===== config.mk =====
export PLATFORM = sky130hd
export DESIGN_NAME = slr_event_receiver
export DESIGN_NICKNAME = d
export VERILOG_FILES = /design/src/rtl/slr_pkg.sv /design/src/rtl/slr_rx_fifo.sv /design/src/rtl/slr_link_writer.sv /design/src/rtl/slr_event_reader.sv /design/src/rtl/slr_event_receiver.sv
export SDC_FILE = /design/constraint.sdc
export NUM_CORES = 1
export LEC_CHECK = 0
export ABC_CLOCK_PERIOD_IN_PS = 3800
export BUFFER_PORTS_ARGS = -buffer_cell sky130_fd_sc_hd__buf_2
export CORE_MARGIN = 10
export CORE_UTILIZATION = 60
export CTS_CLUSTER_SIZE = 24
export DETAILED_ROUTE_END_ITERATION = 16
export PLACE_DENSITY = 0.73
export SYNTH_ARGS = -nofsm -noshare
export SYNTH_HDL_FRONTEND = slang
export SYNTH_SLANG_ARGS = --single-unit
export TNS_END_PERCENT = 10

===== constraint.sdc =====
create_clock -name clk -period 3.8 [get_ports clk]
set_input_delay 0.19 -clock clk [delete_from_list [all_inputs] [get_ports clk]]
set_output_delay 0.19 -clock clk [all_outputs]
set_load 0.02 [all_outputs]

===== src/rtl/slr_pkg.sv =====
`timescale 1ns/1ps
package slr_pkg;

    localparam int          HW_W        = 16;
    localparam int          WORD_W      = 32;
    localparam int          ERR_W       = 16;
    localparam logic [15:0] FILL_HW     = 16'hFF00;
    localparam logic [15:0] DELIM_HW    = 16'hFE00;
    localparam logic [7:0]  BAD_LEAD    = 8'hFF;
    localparam logic [15:0] CRC_POLY    = 16'h1021;
    localparam logic [15:0] CRC_INIT    = 16'hFFFF;

    typedef enum logic {
        W_PASS,
        W_DROP
    } wr_state_t;

    typedef enum logic [1:0] {
        R_IDLE,
        R_BODY,
        R_PAD,
        R_TRAIL
    } rd_state_t;

    // one CRC16 step over a whole halfword, most significant bit first
    function automatic logic [15:0] crc16_hw(input logic [15:0] c, input logic [15:0] d);
        logic [15:0] r;
        r = c;
        for (int i = 15; i >= 0; i--) begin
            if (r[15] ^ d[i]) r = {r[14:0], 1'b0} ^ CRC_POLY;
            else              r = {r[14:0], 1'b0};
        end
        return r;
    endfunction

endpackage


===== src/rtl/slr_rx_fifo.sv =====
`timescale 1ns/1ps
module slr_rx_fifo #(
    parameter int          WIDTH = 17,
    parameter int          DEPTH = 16,
    parameter logic [15:0] FILL  = 16'hFF00
) (
    input  logic             clk,
    input  logic             rst_n,
    input  logic             push,
    input  logic [WIDTH-1:0] wdata,
    input  logic             pop,
    output logic [WIDTH-1:0] rdata,
    output logic             full,
    output logic             empty
);
    localparam int AW = (DEPTH > 1) ? $clog2(DEPTH) : 1;
    localparam int CW = $clog2(DEPTH + 1);

    logic [WIDTH-1:0] mem [DEPTH];
    logic [AW-1:0]    wptr, rptr;
    logic [CW-1:0]    count;
    logic             do_push, do_pop;

    assign full    = (count == CW'(DEPTH));
    assign empty   = (count == '0);
    assign do_push = push && !full;
    assign do_pop  = pop && !empty;
    // an empty FIFO presents the filler halfword
    assign rdata   = empty ? WIDTH'(FILL) : mem[rptr];

    always_ff @(posedge clk) begin
        if (do_push) mem[wptr] <= wdata;
    end

    always_ff @(posedge clk) begin
        if (!rst_n) begin
            wptr  <= '0;
            rptr  <= '0;
            count <= '0;
        end else begin
            if (do_push) wptr <= (wptr == AW'(DEPTH - 1)) ? '0 : wptr + 1'b1;
            if (do_pop)  rptr <= (rptr == AW'(DEPTH - 1)) ? '0 : rptr + 1'b1;
            case ({do_push, do_pop})
                2'b10:   count <= count + 1'b1;
                2'b01:   count <= count - 1'b1;
                default: count <= count;
            endcase
        end
    end
endmodule


===== src/rtl/slr_link_writer.sv =====
`timescale 1ns/1ps
module slr_link_writer
    import slr_pkg::*;
(
    input  logic            clk,
    input  logic            rst_n,
    input  logic            lnk_valid,
    input  logic [HW_W-1:0] lnk_data,
    input  logic            fifo_full,
    output logic            fifo_push,
    output logic [HW_W:0]   fifo_wdata,
    output logic            ovf_sticky
);
    wr_state_t state_q, state_d;
    logic      drop;

    assign drop = lnk_valid && fifo_full;

    always_comb begin
        state_d = state_q;
        unique case (state_q)
            W_PASS: if (drop) state_d = W_DROP;
            W_DROP: if (lnk_valid && !fifo_full) state_d = W_PASS;
            default: state_d = W_PASS;
        endcase
    end

    always_ff @(posedge clk) begin
        if (!rst_n) state_q <= W_PASS;
        else        state_q <= state_d;
    end

    always_comb begin
        fifo_push  = lnk_valid && !fifo_full;
        // bit HW_W tags the first halfword accepted after a drop
        fifo_wdata = {state_q == W_DROP, lnk_data};
    end

    always_ff @(posedge clk) begin
        if (!rst_n)    ovf_sticky <= 1'b0;
        else if (drop) ovf_sticky <= 1'b1;
    end
endmodule


===== src/rtl/slr_event_reader.sv =====
`timescale 1ns/1ps
module slr_event_reader
    import slr_pkg::*;
(
    input  logic              clk,
    input  logic              rst_n,
    input  logic [HW_W:0]     fifo_rdata,
    input  logic              fifo_empty,
    output logic              fifo_pop,
    input  logic              out_full,
    output logic              out_valid,
    output logic [WORD_W-1:0] out_data,
    output logic              out_last
);
    rd_state_t       state_q, state_d;
    logic [HW_W-1:0] rd_hw, hold_q, hi_q, crc_q;
    logic            rd_dmg, have_hi, crc_bad_q, lost_q;
    logic            is_delim, bad_start, crc_miss;
    logic [ERR_W-1:0] err_cnt;

    assign rd_hw     = fifo_rdata[HW_W-1:0];
    assign rd_dmg    = fifo_rdata[HW_W];
    assign is_delim  = (rd_hw == DELIM_HW);
    assign bad_start = (rd_hw[15:8] == BAD_LEAD) || is_delim;
    assign crc_miss  = (crc_q != hold_q);

    always_comb begin
        fifo_pop = !out_full && !fifo_empty &&
                   ((state_q == R_IDLE) || (state_q == R_BODY));
        state_d  = state_q;
        unique case (state_q)
            R_IDLE:  if (fifo_pop && !bad_start) state_d = R_BODY;
            R_BODY:  if (fifo_pop && is_delim)   state_d = have_hi ? R_TRAIL : R_PAD;
            R_PAD:   if (!out_full)              state_d = R_TRAIL;
            R_TRAIL: if (!out_full)              state_d = R_IDLE;
            default: state_d = R_IDLE;
        endcase
    end

    always_ff @(posedge clk) begin
        if (!rst_n) state_q <= R_IDLE;
        else        state_q <= state_d;
    end

    always_ff @(posedge clk) begin
        if (!rst_n) begin
            hold_q    <= '0;
            hi_q      <= '0;
            have_hi   <= 1'b0;
            crc_q     <= CRC_INIT;
            crc_bad_q <= 1'b0;
            lost_q    <= 1'b0;
            err_cnt   <= '0;
            out_valid <= 1'b0;
            out_last  <= 1'b0;
            out_data  <= '0;
        end else begin
            out_valid <= 1'b0;
            out_last  <= 1'b0;
            unique case (state_q)
                R_IDLE: begin
                    if (fifo_pop && !bad_start) begin
                        hold_q    <= rd_hw;
                        crc_q     <= CRC_INIT;
                        have_hi   <= 1'b0;
                        crc_bad_q <= 1'b0;
                        lost_q    <= rd_dmg;
                    end
                end
                R_BODY: begin
                    if (fifo_pop) begin
                        lost_q <= lost_q | rd_dmg;
                        // the held halfword is packed either way
                        if (have_hi) begin
                            out_valid <= 1'b1;
                            out_data  <= {hi_q, hold_q};
                            have_hi   <= 1'b0;
                        end else begin
                            hi_q    <= hold_q;
                            have_hi <= 1'b1;
                        end
                        if (is_delim) begin
                            // held halfword is the CRC field
                            crc_bad_q <= crc_miss;
                            if (crc_miss && (err_cnt != '1)) err_cnt <= err_cnt + 1'b1;
                        end else begin
                            crc_q  <= crc16_hw(crc_q, hold_q);
                            hold_q <= rd_hw;
                        end
                    end
                end
                R_PAD: begin
                    if (!out_full) begin
                        out_valid <= 1'b1;
                        out_data  <= {hi_q, 16'h0000};
                        have_hi   <= 1'b0;
                    end
                end
                R_TRAIL: begin
                    if (!out_full) begin
                        out_valid <= 1'b1;
                        out_last  <= 1'b1;
                        out_data  <= {crc_bad_q, lost_q, 14'b0, err_cnt};
                    end
                end
                default: ;
            endcase
        end
    end
endmodule


===== src/rtl/slr_event_receiver.sv =====
`timescale 1ns/1ps
module slr_event_receiver
    import slr_pkg::*;
#(
    parameter int FIFO_DEPTH = 16
) (
    input  logic        clk,
    input  logic        rst_n,
    input  logic        lnk_valid,
    input  logic [15:0] lnk_data,
    input  logic        out_full,
    output logic        out_valid,
    output logic [31:0] out_data,
    output logic        out_last,
    output logic        ovf_sticky
);
    logic          fifo_push, fifo_pop, fifo_full, fifo_empty;
    logic [HW_W:0] fifo_wdata, fifo_rdata;

    slr_link_writer u_writer (
        .clk        (clk),
        .rst_n      (rst_n),
        .lnk_valid  (lnk_valid),
        .lnk_data   (lnk_data),
        .fifo_full  (fifo_full),
        .fifo_push  (fifo_push),
        .fifo_wdata (fifo_wdata),
        .ovf_sticky (ovf_sticky)
    );

    slr_rx_fifo #(
        .WIDTH (HW_W + 1),
        .DEPTH (FIFO_DEPTH),
        .FILL  (FILL_HW)
    ) u_fifo (
        .clk   (clk),
        .rst_n (rst_n),
        .push  (fifo_push),
        .wdata (fifo_wdata),
        .pop   (fifo_pop),
        .rdata (fifo_rdata),
        .full  (fifo_full),
        .empty (fifo_empty)
    );

    slr_event_reader u_reader (
        .clk        (clk),
        .rst_n      (rst_n),
        .fifo_rdata (fifo_rdata),
        .fifo_empty (fifo_empty),
        .fifo_pop   (fifo_pop),
        .out_full   (out_full),
        .out_valid  (out_valid),
        .out_data   (out_data),
        .out_last   (out_last)
    );
endmodule


[Word-level counts from Yosys, hierarchy flattened]
Memory sizes are Yosys's and may differ from the RTL's. A register that Yosys moved wholly into a read port is not among the register bits.
Cells that the tools add are included.
Word-level totals
  memories: 1
  bits in read-only memories: 0
  bits in writable memories: 272
  latch bits: 0
  output and inout bits: 35
  input port bits: 20
  register bits after elaboration: 118
Operators by class
  reductions and logical operators: 31
  divide/modulo/power cells: 0
  order comparisons: 0
  shift-type cells: 0
  bitwise operators: 35
  equality and inequality tests: 20
  $add $sub $neg: 5
  muxes and demuxes: 121
  multipliers: 0
Memories
  u_fifo.mem: depth 16, width 17, rd ports 1, clocked after memory_dff 1, write ports 1, RTL line slr_rx_fifo.sv:19  | logic [WIDTH-1:0] mem [DEPTH];
Operators with widths (count)
  $mux 16: 66
  $mux 13: 16
  $mux 32: 4
  $pmux 32 s3: 1
  $pmux 16 s2: 2
  $not 3->3: 16
  $reduce_and 4->1: 5
  $mux 17: 1
  $add 16x1->16 const B: 1
  $eq 16x16->1 const B: 1
  $mux 1: 16
  $mux 4: 4
  $ne 16x16->1: 1
  $ne 16x16->1 const B: 1
  $xor 1x1->1: 16
  $ne 2x2->1 const B: 6
  $pmux 5 s2: 1
  $logic_and 1x1->1: 9
  $add 4x1->4 const B: 2
  $eq 4x4->1 const B: 2
  $eq 8x8->1 const B: 1
  $mux 2: 4
  $pmux 1 s2: 4
  $pmux 2 s4: 1
  19 further kinds: 31

[Longest topological paths before layout]
Gate-level depths: netlist (run 1).
  word-level depth: 96
  gate-level depth with buffers: 13
  gate-level depth less buffers: 12

[Cells and area by module]
Synthesis (run 1) repeated with hierarchy kept, for this count alone.
Unflattened totals
  cell total of the unflattened synthesis: 1162
  area total of the unflattened synthesis: 16492.1 um2
Modules (own cells, without submodules)
  slr_rx_fifo: instances 1, cells an instance 547, area an instance 11334.6 um2
  slr_event_reader: instances 1, cells an instance 591, area an instance 4956.0 um2
  slr_link_writer: instances 1, cells an instance 24, area an instance 201.4 um2

[Worst setup path after synthesis (run 1)]
OpenSTA, ideal clock, no wires.
  kind: register -> register
  start: register (tool-made name)
  end: register u_reader.err_cnt[11]
  path buffers: 4
  library setup time: 132 ps
  cell stages (with the launch flop): 13
  setup slack: 674 ps
  arrival time: 2994 ps
  cells stage by stage: dfxtp_1 > buf_6 > buf_2 > mux4_2 > a22oi_1 > nand2_1 > nor4_4 > nand2_1 > or4_4 > buf_6 > clkbuf_1 > o31ai_1 > a21oi_1
RTL lines
  end signal, assigned: RTL line slr_event_reader.sv:85  | if (crc_miss && (err_cnt != '1)) err_cnt <= err_cnt + 1'b1;
  end, declared: RTL line slr_event_reader.sv:19  | logic [ERR_W-1:0] err_cnt;

==> results of run 1 <==
## through the flow
stage	area (µm²)	hold slack (ns)
2_1_floorplan	16370	0.2661
3_3_place_gp	17180	0.4364
3_5_place_dp	17180	0.4386
4_1_cts	18520	0.01736
5_1_grt	18520	0.03683
6_report	18520	0.02801
## metal layers
| layer | vias to the layer above | share of wire | wire [µm] | GRT usage |
|---|---|---|---|---|
| met5 | - | 0 | 0 | 0 |
| met3 | 67 | 0.066 | 2504 | 0.03625 |
| met4 | 0 | 0.025 | 959 | 0.07282 |
| met1 | 5148 | 0.42 | 15880 | 0.2986 |
| met2 | 410 | 0.49 | 18620 | 0.3700 |
| li1 | 4688 | - | - | - |
## how the worst max path moves through the flow
stage | depth (start not counted) | slack [ns] | from | end
floorplan | 12 | 0.67 | register | u_reader.err_cnt[11]$_SDFFE_PN0P_
global placement | 9 | 0.36 | register | u_reader.err_cnt[11]$_SDFFE_PN0P_
detailed placement | 9 | 0.26 | register | u_reader.err_cnt[13]$_SDFFE_PN0P_
CTS | 9 | 0.21 | register | u_reader.err_cnt[11]$_SDFFE_PN0P_
global route | 10 | 0.02 | register | u_reader.state_q[1]$_SDFFE_PN0P_
finish | 9 | 0.21 | register | u_reader.err_cnt[11]$_SDFFE_PN0P_
## repair_timing
action / in CTS / in global routing
hold endpoints to repair: 4 / 0
resized for setup: 0 / 0
hold buffers: 2 / 0
## cell usage after synthesis, drive strengths merged, types with 3 or more instances
cell type / instances
a221oi: 3
nor3b: 17
ha: 15
mux2: 3
a21boi: 3
nand3: 27
mux4: 59
or4: 12
clkbuf: 49
nor2: 63
mux2i: 38
xor2: 16
nor2b: 7
nor3: 31
edfxtp: 272
o21ai: 40
inv: 15
a31oi: 3
a22oi: 30
buf: 27
nand4: 16
nand2: 93
a311oi: 5
nand2b: 5
a21oi: 96
a211oi: 22
xnor2: 41
nor4: 16
o31ai: 10
and2: 5
dfxtp: 122
or3: 9
## sequential cells by signal, indices dropped and copies added (netlist names), named ones only
name / cells
u_fifo.count: 5
u_fifo.mem: 272
u_fifo.rptr: 4
u_fifo.wptr: 4
u_reader.crc_bad_q: 1
u_reader.crc_q: 16
u_reader.err_cnt: 16
u_reader.have_hi: 1
u_reader.hi_q: 16
u_reader.hold_q: 16
u_reader.lost_q: 1
u_reader.out_data: 32
u_reader.out_last: 1
u_reader.out_valid: 1
u_reader.state_q: 2
u_writer.ovf_sticky: 1
## cells by family after synthesis
logic type | Yosys count
xor gates and xnor gates | 57
adders and majority gates | 16
AOI/OAI and AO/OA | 224
DFF | 394
muxes | 100
buffers and inverters | 93
and+or+nand+nor | 304
## area by class of cell
type	instances	area, µm²	area share
Tap cell	341	426.7	0.02304
Multi-Input combinational cell	701	5404	0.2918
Timing Repair Buffer	104	688.2	0.03716
Clock inverter	21	182.7	0.009864
Antenna cell	2	5.005	0.0002702
Inverter	17	63.81	0.003445
Sequential cell	394	10620	0.5734
Clock buffer	52	1131	0.06107
## power groups by stage
| stage | clock [µW] | sequential, µW | combinational [µW] |
|---|---|---|---|
| 4_1_cts | 3930 | 5250 | 4180 |
| 5_1_grt | 4110 | 5300 | 4540 |
| 2_1_floorplan | 0 | 5270 | 3090 |
| 3_5_place_dp | 0 | 5340 | 4150 |
| 3_3_place_gp | 0 | 5320 | 4080 |
| 6_report | 3880 | 5260 | 4180 |
==> flow_summary.json, run 1 <==
{
  "gp_congestion": 0.9142,
  "die_height_um": 185.2,
  "utilization": 0.6891,
  "min_from": "lnk_data[3]",
  "synthCells": 1188,
  "die-width_um": 185.2,
  "dp_hpwl_um": 24150,
  "max_slew.worst_pin.slew_ns": 0.9913,
  "placement.io_buffers": 54,
  "synth_xor_xnor_area_share": 0.03050,
  "yosys.area_share.simple": 0.09302,
  "grt_setup_unrepaired": "no",
  "dr.first_iter.drc_count": 859,
  "cts_tree": "yes",
  "cellInternalPower_uw": 8934,
  "placementRows": 60,
  "clk_root_buffer_cell": "clkbuf_16",
  "detailroute.via_count": 10310,
  "layout.cells.most_common_list": "edfxtp_1, dfxtp_1, a21oi_1, nand2_1, mux4_2",
  "pre_cts_setup_slack_ns": 0.2608,
  "dr.pass1.iters": 5,
  "postLayoutSetupSlackWorst_ns": 0.2148,
  "share_seq_of_total_power": 0.395,
  "yosysUniqueCellTypes": 55,
  "final_nets": 1294,
  "layout-drive-gt1-share": 0.1978,
  "synth_seq_area_share": 0.6482,
  "insertion_delay_to_the_later_sink_of_the_worst_skew_pair_ns": 0.53,
  "number_of_hold_slack_violations_in_the_final_timing_report": 0,
  "max-clock-path-buffers": 3,
  "worst_setup_path_end_kind": "register",
  "yosys_most_used_dff": "edfxtp_1",
  "postSynthNetCount": 1224,
  "synth_largest_area_cell": "edfxtp_1",
  "clockPowerShare": 0.292,
  "peak_supply_drop_v": 0.0005711,
  "cp_common_cell": "nand2_1",
  "mostFrequentLayoutCell": "edfxtp_1",
  "avgRoutedWirePerCell_um": 23.26,
  "synth.yosys.warnings": 0,
  "grt_pass1_vias": 10220,
  "finalNonFillerCells": 1632,
  "synth_top_area_frac": 0.4990,
  "via_per_inst": 6.319,
  "synth.avg_cell_area_um2": 13.78,
  "congestion_overflow_gr": 0,
  "synth_top_family_by_area": "multiplexers",
  "switching_share": 0.3293,
  "finalMaxSlewViolations": 0,
  "top_cells_by_area_synth": "edfxtp_1, dfxtp_1, mux4_2, a21oi_1, mux2i_1",
  "synthArstFlopShare": 0,
  "ant_nets": 0,
  "switching_power_uw": 4387,
  "worst_setup_path_start_kind": "register",
  "syn2layout_area_growth_pct": 13.14,
  "synth-seq-cells": 394,
  "cts_buffers": 40,
  "post_cts.repair.setup_buffers": 0,
  "slowest_stage": "or4_4",
  "netlist_area_um2": 16370,
  "r2r_end": "u_reader.err_cnt[11]$_SDFFE_PN0P_",
  "synth_compound_gate_area_share": 0.08339,
  "critPathMaxFanout": 23,
  "finalSetupViolCount": 0,
  "synth_edf_count": 272,
  "synth.mux.area_fraction": 0.1065,
  "min_to": "u_fifo.mem[7][3]$_DFFE_PP_",
  "path_cells": "buf_4, mux4_2, a22oi_1, nand2_1, nor4_4, nand2_1, or4_4, or4_1, a21oi_1",
  "period_minus_slack_ns": 3.585,
  "number_of_antenna_violations_at_the_first_check_in_global_routing": 0,
  "setup-tns-final_ns": 0,
  "grt_pass1_wl_um": 59170,
  "finalCritPeriodShare": 0.9435,
  "yosys.area_share.adder": 0.01269,
  "grt.total_usage": 0.2244,
  "min-delay-path-class": "in -> reg",
  "cts.htree.levels": 2,
  "fillers": 1871,
  "numPlacedInstances": 1555,
  "ff2ff_setup_slack_ns": 0.21,
  "worst_hold_path_depth": 1,
  "slew-limit-headroom": 0.3367,
  "result_of_the_run": "complete, no violations",
  "crit_type": "reg -> reg",
  "worst_stage_delay_on_the_critical_path_ns": 0.69,
  "drv_cap": 0,
  "power.density_nw_per_um2": 719.3,
  "io_pins": 55,
  "crit_arrival_ns": 4.04,
  "fin_total_pwr_uw": 13320,
  "floorplan.initialDensity": 0.6091,
  "sinks_on_the_clock_net": 394,
  "clock-skew-final_ns": 0.01469,
  "drc": 0,
  "drt_wl_total_um": 37960,
  "p_leak_uw": 0.006065,
  "core_um2": 26880,
  "power.combinational.fraction": 0.314,
  "timing.critical_path.required_ns": 4.26,
  "total_buffers_and_inverters_traversed_by_the_critical_path": 1,
  "max_clock_freq_ghz": 0.2789,
  "die-area_um2": 34290,
  "clk_transition_reported_paths_ns": 0.06,
  "reg2reg_path_depth": 9,
  "grt_start_max_net_pins": 55,
  "critical_path.top_delay_family": "simple AND/OR/NAND/NOR gates"
}
(Power assumes the default switching activity.)
==> run 2, diff against run 1 <==
==> constraint.sdc (replaced) <==
create_clock -name clk -period 3.8 [get_ports clk]
set_input_delay 0.38 -clock clk [delete_from_list [all_inputs] [get_ports clk]]
set_output_delay 0.38 -clock clk [all_outputs]
set_load 0.02 [all_outputs]
==> flow_summary.json, run 2 (same netlist as run 1, synthesis figures left out) <==
{
  "avgRoutedWirePerCell_um": 22.73,
  "grt_pass1_wl_um": 58080,
  "min-delay-path-class": "in -> reg",
  "worst_stage_delay_on_the_critical_path_ns": 0.68,
  "critical_path.top_delay_family": "simple AND/OR/NAND/NOR gates",
  "clk_transition_reported_paths_ns": 0.06,
  "die-area_um2": 34290,
  "finalMaxSlewViolations": 0,
  "via_per_inst": 6.284,
  "cts.htree.levels": 2,
  "drt_wl_total_um": 37050,
  "slowest_stage": "or4_4",
  "postLayoutSetupSlackWorst_ns": 0.1838,
  "reg2reg_path_depth": 9,
  "total_buffers_and_inverters_traversed_by_the_critical_path": 1,
  "result_of_the_run": "complete, no violations",
  "path_cells": "buf_4, mux4_2, a22oi_1, nand2_1, nor4_4, nand2_1, or4_4, or4_1, a21oi_1",
  "hold_buffers": 0,
  "cp_common_cell": "nand2_1",
  "max_slew.worst_pin.slew_ns": 0.9738,
  "reg.largest.list": "u_fifo.mem: 272 flops, u_reader.out_data: 32 flops",
  "p_leak_uw": 0.006052,
  "io_pins": 55,
  "power.density_nw_per_um2": 713.8,
  "gp_congestion": 0.9172,
  "floorplan.initialDensity": 0.6091,
  "peak_supply_drop_v": 0.0005071,
  "congestion_overflow_gr": 0,
  "crit_type": "reg -> reg",
  "max-clock-path-buffers": 3,
  "largest_register_ffs": 272,
  "critPathMaxFanout": 23,
  "worst_setup_path_start_kind": "register",
  "largest-register": "u_fifo.mem",
  "grt.total_usage": 0.2188,
  "ant_nets": 0,
  "layout-drive-gt1-share": 0.1978,
  "cts_tree": "yes",
  "number_of_antenna_violations_at_the_first_check_in_global_routing": 0,
  "insertion_delay_to_the_later_sink_of_the_worst_skew_pair_ns": 0.54,
  "finalCritPeriodShare": 0.9516,
  "detailroute.via_count": 10240,
  "crit_path_cell_count": 9,
  "r2r_end": "u_reader.err_cnt[7]$_SDFFE_PN0P_",
  "dr.pass1.iters": 5,
  "fin_total_pwr_uw": 13200,
  "dp_hpwl_um": 23870,
  "dr.first_iter.drc_count": 901,
  "placementRows": 60,
  "worst_setup_path_end_kind": "register",
  "clk_root_buffer_cell": "clkbuf_16",
  "pre_cts_setup_slack_ns": 0.2142,
  "final_nets": 1294,
  "core_um2": 26880,
  "placement.io_buffers": 54,
  "syn2layout_area_growth_pct": 12.93,
  "ff2ff_setup_slack_ns": 0.18,
  "cts_buffers": 40,
  "mostFrequentLayoutCell": "edfxtp_1",
  "die_height_um": 185.2,
  "finalSetupViolCount": 0,
  "clock-skew-final_ns": 0.02531,
  "grt_setup_unrepaired": "yes",
  "period_minus_slack_ns": 3.616,
  "critical_path_sink": "u_reader.err_cnt[7]$_SDFFE_PN0P_",
  "number_of_hold_slack_violations_in_the_final_timing_report": 0,
  "grt_pass1_vias": 10160,
  "post_cts.repair.setup_buffers": 0,
  "diodes_inserted": 0,
  "layout.cells.most_common_list": "edfxtp_1, dfxtp_1, a21oi_1, nand2_1, mux4_2",
  "slew-limit-headroom": 0.3484,
  "timing.critical_path.required_ns": 4.24,
  "drv_cap": 0,
  "crit_arrival_ns": 4.06,
  "max_clock_freq_ghz": 0.2765,
  "grt_start_max_net_pins": 40,
  "drc": 0,
  "sinks_on_the_clock_net": 394,
  "die-width_um": 185.2
}
[run 2: per-stage QoR]
| stage | setup TNS (ns) | area, µm² | cells | hold slack [ns] | utilization |
|---|---|---|---|---|---|
| CTS | 0 | 18480 | 1630 | 0.1364 | 0.6875 |
| global route | -0.01160 | 18490 | 1630 | 0.1495 | 0.6878 |
| floorplan | 0 | 16370 | 1188 | 0.4361 | - |
| detailed placement | 0 | 17200 | 1557 | 0.4371 | 0.6399 |
| global placement | 0 | 17200 | 1557 | 0.4352 | 0.6399 |
| finish | 0 | 18490 | 1630 | 0.1490 | 0.6878 |
[run 2: worst min-delay path by stage]
| stage | startpoint | end | cells past startpoint |
|---|---|---|---|
| global route | out_full | u_reader.out_last$_SDFF_PN0_ | 2 |
| global placement | u_writer.ovf_sticky$_SDFFE_PN0P_ | u_writer.ovf_sticky$_SDFFE_PN0P_ | 2 |
| detailed placement | u_writer.ovf_sticky$_SDFFE_PN0P_ | u_writer.ovf_sticky$_SDFFE_PN0P_ | 2 |
| CTS | out_full | u_reader.out_last$_SDFF_PN0_ | 2 |
| floorplan | u_reader.hi_q[14]$_SDFFE_PN0P_ | u_reader.hi_q[14]$_SDFFE_PN0P_ | 2 |
| finish | out_full | u_reader.out_last$_SDFF_PN0_ | 2 |
[run 2: final cells by class]
class                   count  area [µm²]
flip-flops and latches    394       10620
fillers                  1801        8389
multi-input cells         701        5405
clock buffers              53        1122
repair buffers            104       690.7
well taps                 341       426.7
clock inverters            20       158.9
inverters                  17       63.81
[run 2: metal layers]
metal,up-vias,track usage,share of wire
li1,4690,-,-
met1,5061,0.2919,0.42
met2,420,0.3601,0.49
met3,72,0.03605,0.071
met4,0,0.06925,0.027
met5,-,0,0
[run 2: report_power, final]
| part | leakage [µW] | total [µW] | switching [µW] | internal (µW) |
|---|---|---|---|---|
| Clock | 0.000627 | 3790 | 1570 | 2220 |
| Combinational | 0.00195 | 4160 | 2420 | 1740 |
| Sequential | 0.00347 | 5250 | 350 | 4900 |
| Total | 0.00605 | 13200 | 4340 | 8860 |
[run 2: timing repair]
| item | CTS | global route |
|---|---|---|
| setup endpoints to repair | 0 | 3 |
| hold endpoints to repair | 0 | 0 |
| gates resized for setup | 0 | 2 |
